--- src/rtl/adcs_pkg.sv ---
package adcs_pkg;
  typedef enum logic [1:0] {
    MODE_SINGLE = 2'b00,
    MODE_SCAN4  = 2'b01,
    MODE_SCAN8  = 2'b10,
    MODE_SCAN12 = 2'b11
  } scan_mode_e;

  typedef enum logic {
    SEQ_IDLE,
    SEQ_WAIT
  } seq_state_e;

  typedef enum logic [1:0] {
    RD_NONE,
    RD_WORD,
    RD_RES
  } rd_sel_e;
endpackage

--- src/rtl/adcs_ctrl_regs.sv ---
module adcs_ctrl_regs
  import adcs_pkg::*;
#(
  parameter int CH_W = 4
) (
  input  logic            clk,
  input  logic            rst,
  input  logic            wr_status,
  input  logic            wr_cmd,
  input  logic            wd_done,
  input  logic            wd_ie,
  input  logic [1:0]      wd_mode,
  input  logic            wd_start,
  input  logic [CH_W-1:0] wd_chsel,
  input  logic            set_done,
  input  logic            clr_start,
  output logic            done_q,
  output logic            ie_q,
  output scan_mode_e      mode_q,
  output logic            start_q,
  output logic [CH_W-1:0] chsel_q,
  output logic            irq_q
);
  logic done_n, ie_n;

  always_comb begin
    done_n = done_q;
    if (wr_status && !wd_done) done_n = 1'b0;
    if (set_done) done_n = 1'b1;
    ie_n = wr_status ? wd_ie : ie_q;
  end

  always_ff @(posedge clk) begin
    if (rst) begin
      done_q  <= 1'b0;
      ie_q    <= 1'b0;
      irq_q   <= 1'b0;
      mode_q  <= MODE_SINGLE;
      start_q <= 1'b0;
      chsel_q <= '0;
    end else begin
      done_q <= done_n;
      ie_q   <= ie_n;
      irq_q  <= done_n && ie_n;
      if (wr_status && !start_q) mode_q <= scan_mode_e'(wd_mode);
      if (wr_cmd) begin
        start_q <= wd_start;
        if (!start_q) chsel_q <= wd_chsel;
      end
      if (clr_start) start_q <= 1'b0;
    end
  end

  AST_IRQ_FOLLOWS_FLAGS: assert property (@(posedge clk) disable iff (rst)
    irq_q == (done_q && ie_q));
  AST_DONE_ONLY_FROM_HW: assert property (@(posedge clk) disable iff (rst)
    $rose(done_q) |-> $past(set_done));
  AST_MODE_HELD_WHILE_RUN: assert property (@(posedge clk) disable iff (rst)
    $past(start_q) |-> ($stable(mode_q) && $stable(chsel_q)));
endmodule

--- src/rtl/adcs_sequencer.sv ---
module adcs_sequencer
  import adcs_pkg::*;
#(
  parameter int NUM_CH = 12,
  parameter int GRP_SZ = 4,
  parameter int CH_W   = 4
) (
  input  logic            clk,
  input  logic            rst,
  input  logic            start_q,
  input  scan_mode_e      mode_q,
  input  logic [CH_W-1:0] chsel_q,
  input  logic            eng_done,
  output logic            eng_start,
  output logic [CH_W-1:0] eng_ch,
  output logic            res_we,
  output logic            set_done,
  output logic            clr_start
);
  localparam int GRP_W   = $clog2(GRP_SZ);
  localparam int NUM_GRP = NUM_CH / GRP_SZ;
  localparam int LAST_CH = NUM_CH - 1;

  seq_state_e            st_q;
  logic                  single_q, start_pulse_q;
  logic [CH_W-1:0]       cur_q, first_q, last_q, first_n, last_n;
  logic [CH_W-GRP_W-1:0] grp;
  logic                  accept, grp_end;

  always_comb begin
    grp = chsel_q[CH_W-1:GRP_W];
    if (int'(grp) >= NUM_GRP) grp = (CH_W-GRP_W)'(NUM_GRP - 1);
    case (mode_q)
      MODE_SINGLE: begin
        first_n = (int'(chsel_q) > LAST_CH) ? CH_W'(LAST_CH) : chsel_q;
        last_n  = first_n;
      end
      MODE_SCAN4: begin
        first_n = {grp, {GRP_W{1'b0}}};
        last_n  = {grp, {GRP_W{1'b1}}};
      end
      MODE_SCAN8: begin
        first_n = '0;
        last_n  = CH_W'(2 * GRP_SZ - 1);
      end
      default: begin
        first_n = '0;
        last_n  = CH_W'(LAST_CH);
      end
    endcase
  end

  assign accept    = (st_q == SEQ_WAIT) && eng_done && !start_pulse_q;
  assign grp_end   = &cur_q[GRP_W-1:0];
  assign res_we    = accept;
  assign set_done  = accept && (single_q || grp_end);
  assign clr_start = accept && single_q;
  assign eng_start = start_pulse_q;
  assign eng_ch    = cur_q;

  always_ff @(posedge clk) begin
    if (rst) begin
      st_q          <= SEQ_IDLE;
      single_q      <= 1'b0;
      start_pulse_q <= 1'b0;
      cur_q         <= '0;
      first_q       <= '0;
      last_q        <= '0;
    end else begin
      start_pulse_q <= 1'b0;
      case (st_q)
        SEQ_IDLE: if (start_q) begin
          single_q      <= (mode_q == MODE_SINGLE);
          first_q       <= first_n;
          last_q        <= last_n;
          cur_q         <= first_n;
          start_pulse_q <= 1'b1;
          st_q          <= SEQ_WAIT;
        end
        default: if (accept) begin
          if (!single_q && start_q) begin
            cur_q         <= (cur_q == last_q) ? first_q : cur_q + 1'b1;
            start_pulse_q <= 1'b1;
          end else begin
            st_q <= SEQ_IDLE;
          end
        end
      endcase
    end
  end

  AST_START_ONE_CYCLE: assert property (@(posedge clk) disable iff (rst)
    start_pulse_q |=> !start_pulse_q);
  AST_CHANNEL_LEGAL: assert property (@(posedge clk) disable iff (rst)
    start_pulse_q |-> (int'(cur_q) <= LAST_CH));
  AST_STOPPED_NO_START: assert property (@(posedge clk) disable iff (rst)
    (st_q == SEQ_IDLE && !start_q) |=> !start_pulse_q);
  AST_SINGLE_DROPS_START: assert property (@(posedge clk) disable iff (rst)
    clr_start |=> (st_q == SEQ_IDLE && !start_q));
endmodule

--- src/rtl/adcs_result_ram.sv ---
module adcs_result_ram #(
  parameter int NUM_CH = 12,
  parameter int RES_W  = 10,
  parameter int CH_W   = 4
) (
  input  logic             clk,
  input  logic             we,
  input  logic [CH_W-1:0]  waddr,
  input  logic [RES_W-1:0] wdata,
  input  logic             re,
  input  logic [CH_W-1:0]  raddr,
  output logic [RES_W-1:0] rdata_q
);
  logic [RES_W-1:0] mem [NUM_CH];

  always_ff @(posedge clk) begin
    if (we) mem[waddr] <= wdata;
    if (re) rdata_q <= mem[raddr];
  end
endmodule

--- src/rtl/adc_scan_sequencer.sv ---
module adc_scan_sequencer
  import adcs_pkg::*;
#(
  parameter int NUM_CH = 12,
  parameter int GRP_SZ = 4,
  parameter int RES_W  = 10,
  parameter int CH_W   = 4,
  parameter int ADDR_W = 4,
  parameter int DATA_W = 16
) (
  input  logic              clk,
  input  logic              rst,
  input  logic              bus_wr,
  input  logic              bus_rd,
  input  logic [ADDR_W-1:0] bus_addr,
  input  logic [DATA_W-1:0] bus_wdata,
  output logic [DATA_W-1:0] bus_rdata,
  output logic              eng_start,
  output logic [CH_W-1:0]   eng_ch,
  input  logic              eng_done,
  input  logic [RES_W-1:0]  eng_result,
  output logic              irq
);
  localparam int STATUS_ADDR = 0;
  localparam int CMD_ADDR    = 1;
  localparam int RES_BASE    = 2;
  localparam int DONE_BIT    = 7;
  localparam int IE_BIT      = 6;
  localparam int MODE_LSB    = 4;
  localparam int CHSEL_LSB   = 4;

  logic            wr_status, wr_cmd, res_hit, res_we, set_done, clr_start;
  logic            done_q, ie_q, start_q;
  scan_mode_e      mode_q;
  logic [CH_W-1:0] chsel_q, res_idx;
  logic [RES_W-1:0] ram_q;
  logic [DATA_W-1:0] status_w, cmd_w, word_q;
  rd_sel_e         rsel_q;
  logic            unused_wbits;

  assign wr_status = bus_wr && (bus_addr == ADDR_W'(STATUS_ADDR));
  assign wr_cmd    = bus_wr && (bus_addr == ADDR_W'(CMD_ADDR));
  assign res_hit   = (bus_addr >= ADDR_W'(RES_BASE)) &&
                     (bus_addr < ADDR_W'(RES_BASE + NUM_CH));
  assign res_idx   = CH_W'(bus_addr - ADDR_W'(RES_BASE));
  assign unused_wbits = ^{bus_wdata[DATA_W-1:CHSEL_LSB+CH_W], bus_wdata[3:1]};

  adcs_ctrl_regs #(.CH_W(CH_W)) u_regs (
    .clk(clk), .rst(rst), .wr_status(wr_status), .wr_cmd(wr_cmd),
    .wd_done(bus_wdata[DONE_BIT]), .wd_ie(bus_wdata[IE_BIT]),
    .wd_mode(bus_wdata[MODE_LSB+1:MODE_LSB]), .wd_start(bus_wdata[0]),
    .wd_chsel(bus_wdata[CHSEL_LSB+CH_W-1:CHSEL_LSB]),
    .set_done(set_done), .clr_start(clr_start),
    .done_q(done_q), .ie_q(ie_q), .mode_q(mode_q), .start_q(start_q),
    .chsel_q(chsel_q), .irq_q(irq)
  );

  adcs_sequencer #(.NUM_CH(NUM_CH), .GRP_SZ(GRP_SZ), .CH_W(CH_W)) u_seq (
    .clk(clk), .rst(rst), .start_q(start_q), .mode_q(mode_q),
    .chsel_q(chsel_q), .eng_done(eng_done), .eng_start(eng_start),
    .eng_ch(eng_ch), .res_we(res_we), .set_done(set_done),
    .clr_start(clr_start)
  );

  adcs_result_ram #(.NUM_CH(NUM_CH), .RES_W(RES_W), .CH_W(CH_W)) u_ram (
    .clk(clk), .we(res_we), .waddr(eng_ch), .wdata(eng_result),
    .re(bus_rd && res_hit), .raddr(res_idx), .rdata_q(ram_q)
  );

  always_comb begin
    status_w = '0;
    status_w[DONE_BIT] = done_q;
    status_w[IE_BIT]   = ie_q;
    status_w[MODE_LSB+1:MODE_LSB] = mode_q;
    cmd_w = '0;
    cmd_w[CHSEL_LSB+CH_W-1:CHSEL_LSB] = chsel_q;
    cmd_w[0] = start_q;
  end

  always_ff @(posedge clk) begin
    if (rst) begin
      rsel_q <= RD_NONE;
      word_q <= '0;
    end else if (bus_rd) begin
      if (res_hit) begin
        rsel_q <= RD_RES;
      end else begin
        rsel_q <= RD_WORD;
        if (bus_addr == ADDR_W'(STATUS_ADDR))   word_q <= status_w;
        else if (bus_addr == ADDR_W'(CMD_ADDR)) word_q <= cmd_w;
        else                                     word_q <= '0;
      end
    end
  end

  assign bus_rdata = (rsel_q == RD_RES) ? DATA_W'(ram_q) : word_q;

  AST_RESULT_WRITE_IN_RUN: assert property (@(posedge clk) disable iff (rst)
    res_we |-> (int'(eng_ch) < NUM_CH));
endmodule

--- config.mk ---
export PLATFORM = sky130hd
export DESIGN_NAME = adc_scan_sequencer
export DESIGN_NICKNAME = d
export VERILOG_FILES = /design/src/rtl/adcs_pkg.sv /design/src/rtl/adcs_ctrl_regs.sv /design/src/rtl/adcs_sequencer.sv /design/src/rtl/adcs_result_ram.sv /design/src/rtl/adc_scan_sequencer.sv
export SDC_FILE = /design/constraint.sdc
export NUM_CORES = 1
export LEC_CHECK = 0
export BUFFER_PORTS_ARGS = -buffer_cell sky130_fd_sc_hd__buf_2
export CAP_MARGIN = 20
export CORE_MARGIN = 2
export CORE_UTILIZATION = 45
export CTS_BUF_LIST = sky130_fd_sc_hd__clkbuf_8
export DETAILED_ROUTE_END_ITERATION = 10
export PLACE_DENSITY = 0.63
export SLEW_MARGIN = 20
export SYNTH_ARGS = -nofsm -noshare
export SYNTH_HDL_FRONTEND = slang
export SYNTH_SLANG_ARGS = --single-unit
export TNS_END_PERCENT = 20
--- constraint.sdc ---
create_clock -name clk -period 3.9 [get_ports clk]
set_clock_uncertainty 0.2 [all_clocks]
set_input_delay 0.78 -clock clk [delete_from_list [all_inputs] [get_ports clk]]
set_output_delay 0.78 -clock clk [all_outputs]
set_load 0.03 [all_outputs]
==> flow_metrics.py <==
metrics = {
    "outcome": {
        "outcome": "completed",
    },
    "clock_tree": {
        "clk_pin_slew_ns": 0.08,
        "cts_buffer_depth": 2,
        "h-tree-depth": 4,
        "cts_setup_buffers": 0,
        "hold_buffers": 0,
        "cts_tree": "done",
        "ctsResizeCount": 0,
        "insertion_delay_ns": 0.45,
        "root_buffer": "clkbuf_8",
        "numCtsBuffers": 17,
        "cts.sinks": 162,
    },
    "cells_and_area": {
        "final_common_cell": "edfxtp_1",
        "drive_gt1_share_pct": 24.7,
        "fin_nets": 510,
        "diodes": 0,
        "area_growth_pct": 11.8,
        "final_cell_mix": "edfxtp_1, buf_2, dfxtp_1",
    },
    "yosys": {
        "avgSynthCellArea_um2": 15.8,
        "async_flop_share_pct": 0,
        "synth_top_family_by_area": "multiplexers",
        "synth_compound_area_share_pct": 4.32,
        "yosys_warnings": 0,
        "yosys_most_used_dff": "edfxtp_1",
        "synth_mux_area_share_pct": 14.5,
        "synth_top_area_share_pct": 58.1,
        "synthAdderAreaFrac_pct": 1.86,
        "synth-seq-cells": 162,
        "synth_cells": 425,
        "syn_area_um2": 6720,
        "synthTopCellsByArea": "edfxtp_1, mux4_2, dfxtp_1",
        "synth_edf_count": 130,
        "ys_types": 45,
        "synth_seq_area_share_pct": 67.6,
        "synth_xor_area_share_pct": 0.912,
        "synth_top_area_cell": "edfxtp_1",
        "synth-simple-area-share_pct": 7.97,
    },
    "routing": {
        "first_iter_violations": 255,
        "vias": 3566,
        "drc_errors": 0,
        "postRouteWirelength_um": 12300,
        "ant_nets": 0,
        "drt_pass1_iterations": 4,
        "wl_per_cell_um": 18.5,
        "vias_per_cell": 5.39,
    },
    "floorplan": {
        "dieHeight_um": 126,
        "initial_utilization_pct": 46.2,
        "core-area_um2": 14500,
        "rows": 44,
        "die_w_um": 126,
        "dieArea_um2": 15900,
        "pin_count": 57,
    },
    "worst_setup_path": {
        "rrSetupSlack_ns": 1.59,
        "worst-r2r-cell-count": 3,
        "cp_data_required_time_ns": 2.92,
        "start_kind": "flip-flop",
        "crit_path_end_kind": "primary output",
        "r2r-start": "u_seq.st_q",
        "path_max_fanout": 10,
        "path_class": "flip-flop to primary output",
        "timing.rr.end": "u_ram.mem[3][0]",
        "arrival_ns": 1.86,
    },
    "placement": {
        "numPortBuffers": 39,
        "dp_hpwl_um": 7800,
        "gp_congestion": 0.753,
    },
    "power": {
        "leakage_nw": 2.66,
        "fin_total_pwr_mw": 3.44,
        "p_per_area_nw_per_um2": 458,
        "seqPwrFrac_pct": 54.8,
        "combPwrFrac_pct": 5.6,
        "p_int_mw": 2.67,
        "clkPwrFrac_pct": 39.6,
        "net-switching-power_mw": 0.768,
        "ir_worst_vdd_uv": 299,
        "sw_frac_of_total_pct": 22.3,
    },
    "global_route": {
        "grt_pass1_vias": 3601,
        "grt_remaining_overflow": 0,
        "grt.total_usage_pct": 16.5,
        "grt_max_degree": 35,
        "grt_first_pass_wirelength_um": 19400,
        "antenna_found_initial": 0,
    },
    "hold_path": {
        "holdCritStartpoint": "u_seq.first_q[2]",
        "hp-class": "flip-flop to flip-flop",
        "min_to": "u_seq.first_q[2]",
        "hold_depth": 2,
    },
    "sta": {
        "worst_pin_slew_ns": 0.973,
        "rsz0062_at_grt": "no",
        "fin_crit_ns": 2.84,
        "fmax_mhz": 353,
        "setup_violations": 0,
        "relSlewSlack_pct": 34.6,
        "post-route-period-util_pct": 72.7,
        "hold_viol_final": 0,
        "drv_slew": 0,
        "fin_tns_setup_ns": 0,
    },
    "flow_run": {
        "drv_cap": 0,
    },
}
==> cell families after synthesis <==
group,Yosys count
xor gates and xnor gates,7
adders and majority gates,10
AOI/OAI and AO/OA,48
other,1
muxes,59
DFF,162
buffers and inverters,39
and+or+nand+nor,99
==> cell type report <==
type	count	area (um^2)
well taps	184	230
multi-input cells	229	2010
clock buffers	17	234
fillers	1200	7020
clock inverters	15	218
flip-flops and latches	162	4540
inverters	11	41.3
repair buffers	44	233
==> per-stage QoR <==
stage,util [%],instances,hold slack (ns),cell area [um^2],worst slack (ns)
6_report,51.7,662,0.262,7510,1.06
5_1_grt,51.7,662,0.287,7510,0.857
4_1_cts,51.7,662,0.262,7510,0.994
3_5_place_dp,48.6,630,0.250,7060,0.774
3_3_place_gp,48.6,630,0.242,7060,0.787
2_1_floorplan,-,430,0.231,6740,1.07
==> worst max path at each step <==
stage               slack (ns)                to  cells past startpoint        start
floorplan                 1.07  u_ram.rdata_q[0]                      7  bus_addr[1]
global placement          0.79  u_ram.rdata_q[2]                      5  bus_addr[0]
detailed placement        0.77  u_ram.rdata_q[6]                      5  bus_addr[0]
CTS                       0.99      bus_rdata[6]                      3    rsel_q[1]
global route              0.86      bus_rdata[6]                      3    rsel_q[1]
finish                    1.06      bus_rdata[4]                      3    rsel_q[1]
==> synthesized netlist by cell type, types with 10 or more instances <==
| cell | number |
|---|---|
| ha_1 | 10 |
| o21ai_0 | 18 |
| inv_1 | 11 |
| nand2_1 | 22 |
| mux2i_1 | 22 |
| nor2_1 | 24 |
| and2_1 | 18 |
| clkbuf_1 | 13 |
| mux4_2 | 30 |
| dfxtp_1 | 32 |
| a21oi_1 | 15 |
| edfxtp_1 | 130 |
==> critical path: stages, from the launching register on <==
cell,delay (ns)
dfxtp_1,0.33
nor2b_1,0.51
mux2_2,0.40
buf_2,0.18
==> layer usage <==
metal  up-vias  part of all wire, %  GRT usage (%)
li1       1687                    -              -
met1      1790                   43           21.3
met2        72                   51           27.3
met3        17                  4.5           4.04
met4         0                  1.8           6.14
met5         -                    0              0
==> state kept, by name, indices dropped and copies added, names as in the netlist, 2 cells and up <==
register,flops
u_ram.rdata_q,10
u_seq.first_q,4
u_ram.mem,120
u_regs.mode_q,2
u_seq.last_q,4
u_regs.chsel_q,4
u_seq.eng_ch,4
word_q,5
rsel_q,2
==> power by group through the flow <==
stage               Sequential, mW  Clock (mW)  Combinational (mW)
floorplan                     1.92           0               0.135
global placement              1.92           0               0.189
global route                  1.89        1.46               0.211
CTS                           1.88        1.39               0.193
finish                        1.88        1.36               0.192
detailed placement            1.92           0               0.193
No activity file was read; power rests on OpenSTA's default activity.
